==> src/rtl/plic_core_pkg.sv <==
`timescale 1ns/1ps
package plic_core_pkg;
  localparam int PRIO_W = 3;
  localparam int WDATA_W = 8;
  typedef logic [PRIO_W-1:0] prio_t;
endpackage

==> src/rtl/plic_src_state.sv <==
`timescale 1ns/1ps
module plic_src_state #(
  parameter int NUM_SOURCES = 16
) (
  input  logic                   clk,
  input  logic                   rst_n,
  input  logic [NUM_SOURCES-1:0] level_i,
  input  logic [NUM_SOURCES-1:0] take_i,
  input  logic [NUM_SOURCES-1:0] release_i,
  output logic [NUM_SOURCES-1:0] pending_o,
  output logic [NUM_SOURCES-1:0] claimed_o
);

  for (genvar i = 0; i < NUM_SOURCES; i++) begin : g_src
    if (i == 0) begin : g_reserved
      logic unused_src0;
      assign unused_src0 = level_i[0] ^ take_i[0] ^ release_i[0];
      assign pending_o[0] = 1'b0;
      assign claimed_o[0] = 1'b0;
    end else begin : g_live
      logic lvl_q;
      logic pend_q;
      logic clm_q;

      always_ff @(posedge clk or negedge rst_n) begin
        if (!rst_n) begin
          lvl_q  <= 1'b0;
          pend_q <= 1'b0;
          clm_q  <= 1'b0;
        end else begin
          lvl_q <= level_i[i];
          if (take_i[i]) begin
            pend_q <= 1'b0;
          end else if (level_i[i] != lvl_q) begin
            pend_q <= level_i[i];
          end
          if (take_i[i]) begin
            clm_q <= 1'b1;
          end else if (release_i[i]) begin
            clm_q <= 1'b0;
          end
        end
      end

      assign pending_o[i] = pend_q;
      assign claimed_o[i] = clm_q;
    end
  end

endmodule

==> src/rtl/plic_cfg_regs.sv <==
`timescale 1ns/1ps
module plic_cfg_regs
  import plic_core_pkg::*;
#(
  parameter int NUM_SOURCES  = 16,
  parameter int NUM_CONTEXTS = 2,
  parameter int NUM_LEVELS   = 7,
  parameter int IDW          = 5,
  parameter int CTXW         = 1
) (
  input  logic                                     clk,
  input  logic                                     rst_n,
  input  logic                                     prio_wr_i,
  input  logic [IDW-1:0]                           prio_wr_id_i,
  input  logic [WDATA_W-1:0]                       prio_wr_data_i,
  input  logic                                     en_wr_i,
  input  logic [CTXW-1:0]                          en_wr_ctx_i,
  input  logic [NUM_SOURCES-1:0]                   en_wr_data_i,
  input  logic                                     thr_wr_i,
  input  logic [CTXW-1:0]                          thr_wr_ctx_i,
  input  logic [WDATA_W-1:0]                       thr_wr_data_i,
  output logic [NUM_SOURCES-1:0][PRIO_W-1:0]       prio_o,
  output logic [NUM_CONTEXTS-1:0][NUM_SOURCES-1:0] enable_o,
  output logic [NUM_CONTEXTS-1:0][PRIO_W-1:0]      thr_o
);

  logic thr_ok;
  assign thr_ok = int'(thr_wr_data_i) <= NUM_LEVELS;

  for (genvar i = 0; i < NUM_SOURCES; i++) begin : g_prio
    if (i == 0) begin : g_reserved
      assign prio_o[0] = '0;
    end else begin : g_live
      prio_t prio_q;
      always_ff @(posedge clk or negedge rst_n) begin
        if (!rst_n) begin
          prio_q <= '0;
        end else if (prio_wr_i && int'(prio_wr_id_i) == i) begin
          prio_q <= prio_wr_data_i[PRIO_W-1:0];
        end
      end
      assign prio_o[i] = prio_q;
    end
  end

  for (genvar c = 0; c < NUM_CONTEXTS; c++) begin : g_ctx
    logic [NUM_SOURCES-1:0] en_q;
    prio_t                  thr_q;

    always_ff @(posedge clk or negedge rst_n) begin
      if (!rst_n) begin
        en_q  <= '0;
        thr_q <= '0;
      end else begin
        if (en_wr_i && int'(en_wr_ctx_i) == c) begin
          en_q <= en_wr_data_i & ~NUM_SOURCES'(1);
        end
        if (thr_wr_i && thr_ok && int'(thr_wr_ctx_i) == c) begin
          thr_q <= thr_wr_data_i[PRIO_W-1:0];
        end
      end
    end

    assign enable_o[c] = en_q;
    assign thr_o[c]    = thr_q;
  end

endmodule

==> src/rtl/plic_ctx_arb.sv <==
`timescale 1ns/1ps
module plic_ctx_arb
  import plic_core_pkg::*;
#(
  parameter int NUM_SOURCES = 16,
  parameter int IDW         = 5
) (
  input  logic [NUM_SOURCES-1:0]             pending_i,
  input  logic [NUM_SOURCES-1:0]             claimed_i,
  input  logic [NUM_SOURCES-1:0]             enable_i,
  input  logic [NUM_SOURCES-1:0][PRIO_W-1:0] prio_i,
  input  prio_t                              thr_i,
  output logic [IDW-1:0]                     win_id_o,
  output logic                               win_hit_o
);

  logic [NUM_SOURCES-1:0] eligible;
  assign eligible = pending_i & ~claimed_i & enable_i;

  // Ascending scan; only a strictly higher priority displaces the
  // current best, so ties resolve to the lowest ID.
  always_comb begin
    logic [IDW-1:0] best_id;
    prio_t          best_p;
    best_id = '0;
    best_p  = thr_i;
    for (int i = 1; i < NUM_SOURCES; i++) begin
      if (eligible[i] && prio_i[i] > best_p) begin
        best_id = IDW'(i);
        best_p  = prio_i[i];
      end
    end
    win_id_o  = best_id;
    win_hit_o = best_id != '0;
  end

endmodule

==> src/rtl/plic_core.sv <==
`timescale 1ns/1ps
module plic_core
  import plic_core_pkg::*;
#(
  parameter int NUM_SOURCES  = 16,
  parameter int NUM_CONTEXTS = 2,
  parameter int NUM_LEVELS   = 7,
  localparam int IDW  = $clog2(NUM_SOURCES) + 1,
  localparam int CTXW = (NUM_CONTEXTS > 1) ? $clog2(NUM_CONTEXTS) : 1
) (
  input  logic                    clk,
  input  logic                    rst_n,
  input  logic [NUM_SOURCES-1:0]  src_level_i,
  input  logic                    prio_wr_i,
  input  logic [IDW-1:0]          prio_wr_id_i,
  input  logic [WDATA_W-1:0]      prio_wr_data_i,
  input  logic                    en_wr_i,
  input  logic [CTXW-1:0]         en_wr_ctx_i,
  input  logic [NUM_SOURCES-1:0]  en_wr_data_i,
  input  logic                    thr_wr_i,
  input  logic [CTXW-1:0]         thr_wr_ctx_i,
  input  logic [WDATA_W-1:0]      thr_wr_data_i,
  input  logic                    claim_valid_i,
  input  logic [CTXW-1:0]         claim_ctx_i,
  output logic                    claim_rsp_valid_o,
  output logic [IDW-1:0]          claim_rsp_id_o,
  input  logic                    cmpl_valid_i,
  input  logic [IDW-1:0]          cmpl_id_i,
  output logic [NUM_CONTEXTS-1:0] notify_o
);

  logic [NUM_SOURCES-1:0]                   pending;
  logic [NUM_SOURCES-1:0]                   claimed;
  logic [NUM_SOURCES-1:0][PRIO_W-1:0]       prio;
  logic [NUM_CONTEXTS-1:0][NUM_SOURCES-1:0] enable;
  logic [NUM_CONTEXTS-1:0][PRIO_W-1:0]      thr;
  logic [NUM_CONTEXTS-1:0][IDW-1:0]         win_id;
  logic [NUM_CONTEXTS-1:0]                  win_hit;

  logic [IDW-1:0]         sel_id;
  logic                   take;
  logic [NUM_SOURCES-1:0] take_vec;
  logic [NUM_SOURCES-1:0] release_vec;

  plic_src_state #(
    .NUM_SOURCES (NUM_SOURCES)
  ) u_src (
    .clk       (clk),
    .rst_n     (rst_n),
    .level_i   (src_level_i),
    .take_i    (take_vec),
    .release_i (release_vec),
    .pending_o (pending),
    .claimed_o (claimed)
  );

  plic_cfg_regs #(
    .NUM_SOURCES  (NUM_SOURCES),
    .NUM_CONTEXTS (NUM_CONTEXTS),
    .NUM_LEVELS   (NUM_LEVELS),
    .IDW          (IDW),
    .CTXW         (CTXW)
  ) u_cfg (
    .clk            (clk),
    .rst_n          (rst_n),
    .prio_wr_i      (prio_wr_i),
    .prio_wr_id_i   (prio_wr_id_i),
    .prio_wr_data_i (prio_wr_data_i),
    .en_wr_i        (en_wr_i),
    .en_wr_ctx_i    (en_wr_ctx_i),
    .en_wr_data_i   (en_wr_data_i),
    .thr_wr_i       (thr_wr_i),
    .thr_wr_ctx_i   (thr_wr_ctx_i),
    .thr_wr_data_i  (thr_wr_data_i),
    .prio_o         (prio),
    .enable_o       (enable),
    .thr_o          (thr)
  );

  for (genvar c = 0; c < NUM_CONTEXTS; c++) begin : g_arb
    plic_ctx_arb #(
      .NUM_SOURCES (NUM_SOURCES),
      .IDW         (IDW)
    ) u_arb (
      .pending_i (pending),
      .claimed_i (claimed),
      .enable_i  (enable[c]),
      .prio_i    (prio),
      .thr_i     (thr[c]),
      .win_id_o  (win_id[c]),
      .win_hit_o (win_hit[c])
    );
  end

  // Claim path: pick the requesting context's winner.
  always_comb begin
    sel_id = '0;
    for (int c = 0; c < NUM_CONTEXTS; c++) begin
      if (int'(claim_ctx_i) == c) begin
        sel_id = win_id[c];
      end
    end
  end

  assign take     = claim_valid_i && (sel_id != '0);
  assign take_vec = take ? (NUM_SOURCES'(1) << sel_id) : '0;

  assign release_vec = (cmpl_valid_i && int'(cmpl_id_i) < NUM_SOURCES)
                       ? (NUM_SOURCES'(1) << cmpl_id_i) : '0;

  logic                    rsp_valid_q;
  logic [IDW-1:0]          rsp_id_q;
  logic [NUM_CONTEXTS-1:0] notify_q;

  always_ff @(posedge clk or negedge rst_n) begin
    if (!rst_n) begin
      rsp_valid_q <= 1'b0;
      rsp_id_q    <= '0;
      notify_q    <= '0;
    end else begin
      rsp_valid_q <= claim_valid_i;
      rsp_id_q    <= claim_valid_i ? sel_id : '0;
      notify_q    <= win_hit;
    end
  end

  assign claim_rsp_valid_o = rsp_valid_q;
  assign claim_rsp_id_o    = rsp_id_q;
  assign notify_o          = notify_q;

endmodule

==> config.mk <==
export PLATFORM = sky130hd
export DESIGN_NAME = plic_core
export DESIGN_NICKNAME = d
export VERILOG_FILES = /design/src/rtl/plic_core_pkg.sv /design/src/rtl/plic_src_state.sv /design/src/rtl/plic_cfg_regs.sv /design/src/rtl/plic_ctx_arb.sv /design/src/rtl/plic_core.sv
export SDC_FILE = /design/constraint.sdc
export NUM_CORES = 1
export LEC_CHECK = 0
export CAP_MARGIN = 20
export CORE_ASPECT_RATIO = 0.7
export CORE_UTILIZATION = 50
export DETAILED_ROUTE_END_ITERATION = 8
export HOLD_SLACK_MARGIN = 0.02
export MAX_ROUTING_LAYER = met4
export PLACE_DENSITY = 0.68
export REMOVE_ABC_BUFFERS = 1
export SYNTH_ARGS = -nofsm -noshare
export SYNTH_HDL_FRONTEND = slang
export SYNTH_SLANG_ARGS = --single-unit
==> constraint.sdc <==
create_clock -name clk -period 42.2 [get_ports clk]
set_clock_uncertainty 0.1 [all_clocks]
set_input_delay 6.33 -clock clk [delete_from_list [all_inputs] [get_ports clk]]
set_output_delay 6.33 -clock clk [all_outputs]
set_load 0.05 [all_outputs]
==> out/qor.json, run 1 <==
{
  "status": "complete, no violations",
  "worst_skew_pair.late_latency_ns": 0.43,
  "rows": 41,
  "setup_total_negative_slack_ns": 0,
  "unrepaired_setup_endpoints_after_global_routing": "no",
  "cts-htree-levels": 4,
  "layout_worst_path_cycle_share": 0.594,
  "mux_cell_area_share_after_synthesis": 0.103,
  "setup_viol": 0,
  "global_route.overflow_total": 0,
  "antenna_found_initial": 0,
  "vias": 8299,
  "post-dp-hpwl_um": 21000,
  "whs_ns": 0.406,
  "netlist.top_cell.by_area": "dfrtp_1",
  "drive_gt1_frac": 0.150,
  "design.die.area_um2": 19500,
  "initial_utilization": 0.518,
  "path_max_fanout": 9,
  "postRouteAntennaNets": 0,
  "worst_slew_pin_tran_ns": 1.23,
  "swShare": 0.437,
  "groute.layer.met1.usage": 0.449,
  "standard_cell_with_the_maximum_stage_delay_on_the_critical_path": "a311oi_1",
  "design.portCount": 76,
  "cts_sinks": 133,
  "endpoint_kind": "register",
  "syn_inst": 1035,
  "power.internal_w": 0.000377,
  "cts_root_buffer": "clkbuf_16",
  "critical_path_class": "reg2reg",
  "arrival_time_at_the_worst_endpoint_ns": 25.27,
  "drt_iter0_markers": 1040,
  "final_core_utilization": 0.596,
  "pwr_density_cell_nw_per_um2": 61.3,
  "final-hold-violation-count": 0,
  "crit_path_start_kind": "register",
  "min_period_ns": 25.05,
  "grt_pass1_vias": 7443,
  "grt_use_total": 0.293,
  "critical_path_required_ns": 42.42,
  "final_net_count": 1205,
  "synth.most_common_cell": "dfrtp_1",
  "synth_simple_gate_area_frac": 0.190,
  "adder_cell_fraction_of_synth_area": 0.0839,
  "ys_ff_latch": 133,
  "synth.top_cells.by_area": "dfrtp_1, mux2_2, ha_1, nand2_1, o21ai_0",
  "worst_setup_hold_path_clk_slew_ns": 0.06,
  "cts_buffer_depth": 2,
  "final_cells": 1345,
  "highest_clock_rate_mhz": 39.9,
  "maxSlewHeadroom": 0.175,
  "design_power_total_w": 0.000669,
  "synth-compound-area-share": 0.236,
  "gr-usage-met3": 0.0572,
  "switchingPower_w": 0.000293,
  "synth_xor_xnor_area_share": 0,
  "count_of_unique_library_cells_instantiated_by_yosys": 99,
  "gp_congestion": 0.956,
  "post-cts-setup-buffers": 0,
  "use_met2": 0.387,
  "grt_busiest_layer": "met1",
  "area.sequential_um2": 3330,
  "grt_max_degree": 68,
  "ys_seq_area_frac": 0.351,
  "drv_cap": 0,
  "synthTopCellsByCount": "dfrtp_1, nand2_1, mux2_2",
  "floorplan.core_area_um2": 18300,
  "fillerInstances": 1578,
  "die_width_um": 167,
  "number_of_enable_type_register_cells_in_the_synthesized_netlist": 0,
  "post_cts_hold_buffer_count": 0,
  "synth.yosys.warnings": 0,
  "power.static_leakage_nw": 4.63,
  "post_cts_resized": 0,
  "synth.cell_area_um2": 9490,
  "area_delta_synth_final_pct": 15.1,
  "wl_um": 26800,
  "placed_instance_count": 1312,
  "routed_len_inst_um": 19.9,
  "via_per_inst": 6.17,
  "cts_inserted_buffers": 17,
  "multi_input_area_um2": 5810,
  "io_buffers": 67,
  "clock_power_share": 0.216,
  "drtPass1Iterations": 5,
  "critical-path-max-stage-delay_ns": 0.67,
  "ir_worst_vdd_v": 0.0000430,
  "combinational_group_share_of_total_power": 0.508,
  "power.share.sequential": 0.277,
  "asyncSetResetFlopFracSynth": 1.00,
  "hp-class": "reg2reg",
  "die_height_um": 117,
  "dominant_combinational_cell_family_by_area_after_synthesis": "compound AO/OA/AOI/OAI gates",
  "ys.flop_type": "dfrtp_1",
  "post_synth.cell_area_avg_um2": 9.17,
  "synth_top_area_frac": 0.351,
  "timing.final.max_slew_violations": 0,
  "remaining_drc_errors": 0,
  "worst_path_most_repeated_cell": "nor2_1",
  "tritoncts": "done",
  "grt_first_pass_wirelength_um": 42000
}
==> critical path, delay by kind of cell (launching register included) <==
kind,cells,cell delay (ns)
AO/OA/AOI/OAI,47,10.02
adder cells (fa/ha/maj),20,6.09
AND/OR/NAND/NOR,37,5.87
multiplexers,6,2.28
flip-flops,1,0.51
buffers and inverters,1,0.05
==> power by group through the flow <==
stage	registers, W	logic [W]	clock network (W)
3_5_place_dp	0.000186	0.000331	0
4_1_cts	0.000184	0.000334	0.000145
3_3_place_gp	0.000185	0.000325	0
5_1_grt	0.000188	0.000374	0.000151
6_report	0.000185	0.000340	0.000144
2_1_floorplan	0.000183	0.000240	0
==> layout make-up <==
cell class                 instances  area share
inverter                          61      0.0210
sequential                       133       0.305
clock buffer                      18      0.0393
multi-input combinational        813       0.532
tap                              236      0.0270
timing repair buffer              69      0.0629
clock inverter                    14      0.0128
antenna                            1    0.000229
==> per-stage QoR <==
| stage | setup slack, ns | instance area, um^2 |
|---|---|---|
| floorplan | 21.19 | 9370 |
| global placement | 18.03 | 10400 |
| detailed placement | 17.85 | 10400 |
| CTS | 17.59 | 10900 |
| global route | 15.59 | 10900 |
| finish | 17.15 | 10900 |
==> state kept, by name, summed over array words and instances (netlist names) <==
name and cells:
u_cfg.g_prio.g_live.prio_q 45, u_cfg.g_ctx.en_q 30, u_src.g_src.g_live.clm_q 15, u_src.g_src.g_live.lvl_q 15, u_src.g_src.g_live.pend_q 15, u_cfg.g_ctx.thr_q 6
claim_rsp_id_o 4, notify_o 2, claim_rsp_valid_o 1
==> per-layer routing <==
| layer | share of wire | wire, um |
|---|---|---|
| met1 | 0.52 | 14000 |
| met2 | 0.38 | 10200 |
| met3 | 0.086 | 2310 |
| met4 | 0.010 | 271 |
| met5 | 0 | 0 |
==> worst paths after layout <==
check,depth (start not counted),slack [ns],to,start
setup reg to reg,111,17.15,u_src.g_src[11].g_live.pend_q,u_cfg.g_prio[1].g_live.prio_q[2]
hold / removal,1,0.41,u_cfg.g_ctx[1].en_q[15],u_cfg.g_ctx[1].en_q[15]
hold reg to reg,1,0.41,u_cfg.g_ctx[1].en_q[15],u_cfg.g_ctx[1].en_q[15]
min in group asynchronous,1,5.77,u_cfg.g_ctx[1].en_q[3],rst_n
setup / recovery,111,17.15,u_src.g_src[11].g_live.pend_q,u_cfg.g_prio[1].g_live.prio_q[2]
max in group asynchronous,2,34.93,u_cfg.g_prio[12].g_live.prio_q[2],rst_n
==> kinds of logic (layout without fill, tap and decap cells) <==
logic type,count (synthesis),after routing
simple gates,346,346
compound gates,310,310
flops,133,133
buf+inv,89,162
mux,87,87
fa+ha+maj,69,69
other cells,1,2
==> placed cells by master, fill, tap and decap left out, types with 7 or more instances in the layout <==
cell type,instances
and3b_1,10
or2_2,13
and2_1,22
a31oi_1,11
clkdlybuf4s50_1,66
nor3_1,9
clkbuf_16,17
nand3_1,23
and3_1,11
inv_1,61
o31ai_1,13
ha_1,42
a21oi_1,42
nor4_1,8
nor2b_1,23
nand2b_1,8
nand2_1,114
o211ai_1,21
o21ai_1,15
maj3_1,27
o21ai_0,70
a311oi_1,7
o21a_1,26
dfrtp_1,133
a21o_1,12
inv_6,7
mux2_2,83
nor2_1,63
Note: power is estimated with default switching activity, not from simulation.
==> run 2, diff against run 1 <==
Settings changed: PLACE_DENSITY 0.68 to 0.71.
Clock period 42.2 ns to 20.1 ns, I/O delays scaled along.
==> run 2 against run 1 <==
Against the previous run: the flow now finishes with violations (setup timing); non-clock buffer count rose by 201; wire length rose by 23%; sequential power rose by 110%; critical endpoint is now u_src.g_src[7].g_live.pend_q; highest routed layer unchanged.
==> out/qor.json, run 2 (synthesis gave the netlist of run 1 again) <==
{
  "timing.final.max_slew_violations": {"value": 0, "change": "unchanged"},
  "worst_path_most_repeated_cell": "nor2_2",
  "status": "finished with violations",
  "antenna_cells_inserted": {"value": 0, "change": "-1"},
  "reg2reg_from": "u_cfg.g_prio[1].g_live.prio_q[1]",
  "drive_gt1_frac": {"value": 0.387, "change": "+0.237"},
  "critical_path_class": "reg2reg",
  "registers.top_by_ff_count": "u_cfg.g_prio.g_live.prio_q",
  "rrSetupSlack": {"value": -0.68, "unit": "ns", "change": "-17.83 ns"},
  "vias": {"value": 9633, "change": "+16%"},
  "postRouteAntennaNets": {"value": 0, "change": "unchanged"},
  "grt_first_pass_wirelength": {"value": 46900, "unit": "um", "change": "+12%"},
  "worst_setup_hold_path_clk_slew": {"value": 0.06, "unit": "ns", "change": "about the same"},
  "most_common_cell_after_layout_fill_and_taps_aside": "buf_4",
  "power.static_leakage": {"value": 5.83, "unit": "nW", "change": "+26%"},
  "gp_congestion": {"value": 0.937, "change": "-2.0%"},
  "post_cts_hold_buffer_count": {"value": 0, "change": "unchanged"},
  "setup_viol": {"value": 34, "change": "+34"},
  "largest_register_ffs": {"value": 45, "change": "unchanged"},
  "path_delay_family": "compound AO/OA/AOI/OAI gates",
  "final_core_utilization": {"value": 0.733, "change": "+0.137"},
  "initial_utilization": {"value": 0.518, "change": "unchanged"},
  "design.die.area": {"value": 19500, "unit": "um^2", "change": "unchanged"},
  "design.portCount": {"value": 76, "change": "unchanged"},
  "layout_worst_path_cycle_share": {"value": 1.03, "change": "+0.440"},
  "die_height": {"value": 117, "unit": "um", "change": "unchanged"},
  "rows": {"value": 41, "change": "unchanged"},
  "maxSlewHeadroom": {"value": 0.197, "change": "+0.0224"},
  "endpoint_kind": "register",
  "tritoncts": "done",
  "grt_max_degree": {"value": 80, "change": "+18%"},
  "timing.critical_path.depth": {"value": 116, "change": "+4.5%"},
  "die_width": {"value": 167, "unit": "um", "change": "unchanged"},
  "cts_root_buffer": "clkbuf_16",
  "reg_top3": "u_cfg.g_prio.g_live.prio_q (45), u_cfg.g_ctx.en_q (30)",
  "remaining_drc_errors": {"value": 0, "change": "unchanged"},
  "cp.buffers_inverters": {"value": 4, "change": "+3"},
  "worst_slew_pin_tran": {"value": 1.19, "unit": "ns", "change": "-0.0333 ns"},
  "r2r-end": "u_src.g_src[7].g_live.pend_q",
  "highest_clock_rate": {"value": 48.1, "unit": "MHz", "change": "+21%"},
  "hold_path.startpoint": "u_cfg.g_ctx[1].en_q[10]",
  "grt_pass1_vias": {"value": 8624, "change": "+16%"},
  "cts-htree-levels": {"value": 4, "change": "unchanged"},
  "timing.critical_path.to": "u_src.g_src[7].g_live.pend_q",
  "via_per_inst": {"value": 6.23, "change": "+1.0%"},
  "antenna_found_initial": {"value": 0, "change": "unchanged"},
  "pwr_density_cell": {"value": 142, "unit": "nW/um^2", "change": "+130%"},
  "final_net_count": {"value": 1406, "change": "+17%"},
  "worstHoldPathCells": {"value": 1, "change": "unchanged"},
  "ir_worst_vdd": {"value": 0.000114, "unit": "V", "change": "+160%"},
  "drv_cap": {"value": 0, "change": "unchanged"},
  "critical_path_required": {"value": 20.32, "unit": "ns", "change": "-22.10 ns"},
  "failed_checks": "setup timing",
  "post-route-worst-setup-slack": {"value": -0.678, "unit": "ns", "change": "-17.83 ns"},
  "fillerInstances": {"value": 1259, "change": "-20%"},
  "floorplan.core_area": {"value": 18300, "unit": "um^2", "change": "unchanged"},
  "crit_path_start_kind": "register",
  "standard_cell_with_the_maximum_stage_delay_on_the_critical_path": "a311o_1",
  "io_buffers": {"value": 67, "change": "unchanged"},
  "arrival_time_at_the_worst_endpoint": {"value": 21.00, "unit": "ns", "change": "-4.27 ns"},
  "drtPass1Iterations": {"value": 6, "change": "+1"},
  "wl": {"value": 32900, "unit": "um", "change": "+23%"},
  "hp-class": "reg2reg",
  "routed_len_inst": {"value": 21.3, "unit": "um", "change": "+7.1%"},
  "cts_buffer_depth": {"value": 2, "change": "unchanged"},
  "drt_iter0_markers": {"value": 1051, "change": "+1.1%"},
  "path_max_fanout": {"value": 8, "change": "-1"},
  "cts_inserted_buffers": {"value": 17, "change": "unchanged"},
  "post-dp-hpwl": {"value": 22500, "unit": "um", "change": "+7.0%"},
  "min_period": {"value": 20.78, "unit": "ns", "change": "-4.27 ns"},
  "grt_use_total": {"value": 0.325, "change": "+0.0318"},
  "area_delta_synth_final_pct": 41.6,
  "unrepaired_setup_endpoints_after_global_routing": "yes",
  "cts_sinks": {"value": 133, "change": "unchanged"},
  "worst_skew_pair.late_latency": {"value": 0.43, "unit": "ns", "change": "about the same"},
  "global_route.overflow_total": {"value": 0, "change": "unchanged"},
  "mostFrequentLayoutCells": "buf_4, dfrtp_1, nand2_1",
  "whs": {"value": 0.402, "unit": "ns", "change": "-0.00410 ns"},
  "reg2regPathDepth": {"value": 116, "change": "+4.5%"},
  "worst_setup_path_start": "u_cfg.g_prio[1].g_live.prio_q[1]",
  "final-hold-violation-count": {"value": 0, "change": "unchanged"},
  "critical-path-max-stage-delay": {"value": 0.43, "unit": "ns", "change": "-0.24 ns"}
}
-- run 2: power breakdown --
| part | internal (W) | switching [W] | total, W |
|---|---|---|---|
| Clock | 0.000181 | 0.000133 | 0.000314 |
| Sequential | 0.000326 | 0.0000655 | 0.000391 |
| Combinational | 0.000585 | 0.000611 | 0.00120 |
-- run 2: layout make-up --
type / instances / area (um^2) / share of cell area
Inverter: 61 / 229 / 0.0170
Clock buffer: 19 / 453 / 0.0337
Tap cell: 236 / 295 / 0.0220
Timing Repair Buffer: 270 / 2240 / 0.167
Multi-Input combinational cell: 813 / 6750 / 0.503
Clock inverter: 13 / 135 / 0.0101
Sequential cell: 133 / 3330 / 0.248
-- run 2: what timing repair did --
| item | CTS | global route |
|---|---|---|
| endpoints found under the setup margin | 36 | 36 |
| hold endpoints to repair | 0 | 0 |
| pin swaps | 26 | 122 |
| setup buffers | 23 | 43 |
| resized for setup | 46 | 172 |
-- run 2: worst min-delay path by stage --
| stage | end | slack (ns) |
|---|---|---|
| 3_3_place_gp | u_cfg.g_ctx[1].en_q[9] | 0.38 |
| 5_1_grt | u_cfg.g_ctx[1].en_q[15] | 0.41 |
| 6_report | u_cfg.g_ctx[1].en_q[10] | 0.40 |
| 3_5_place_dp | u_cfg.g_ctx[1].en_q[10] | 0.39 |
| 2_1_floorplan | u_cfg.g_ctx[1].en_q[10] | 0.37 |
| 4_1_cts | u_cfg.g_ctx[1].en_q[10] | 0.40 |
-- run 2: through the flow --
step                      power (W)  instances  area (um^2)  setup TNS (ns)  setup slack (ns)
after CTS                   0.00161       1502        12300          -29.04            -0.971
after global placement      0.00120       1447        11400          -38.03             -1.25
after detailed placement    0.00122       1447        11400          -50.83             -1.63
final                       0.00190       1545        13400          -17.96            -0.678
after global routing        0.00199       1545        13400          -45.30             -1.44
after floorplan            0.000889       1007         9370          -22.87            -0.907
-- run 2: metal layers --
metal  track usage  part of all wire  wire length, um  vias up
met5             -                 0                0        -
met1         0.481              0.45            14900     4687
met4        0.0691             0.019              619        0
met3        0.0548             0.099             3250       67
met2         0.462              0.43            14200      497
li1              -                 -                -     4382
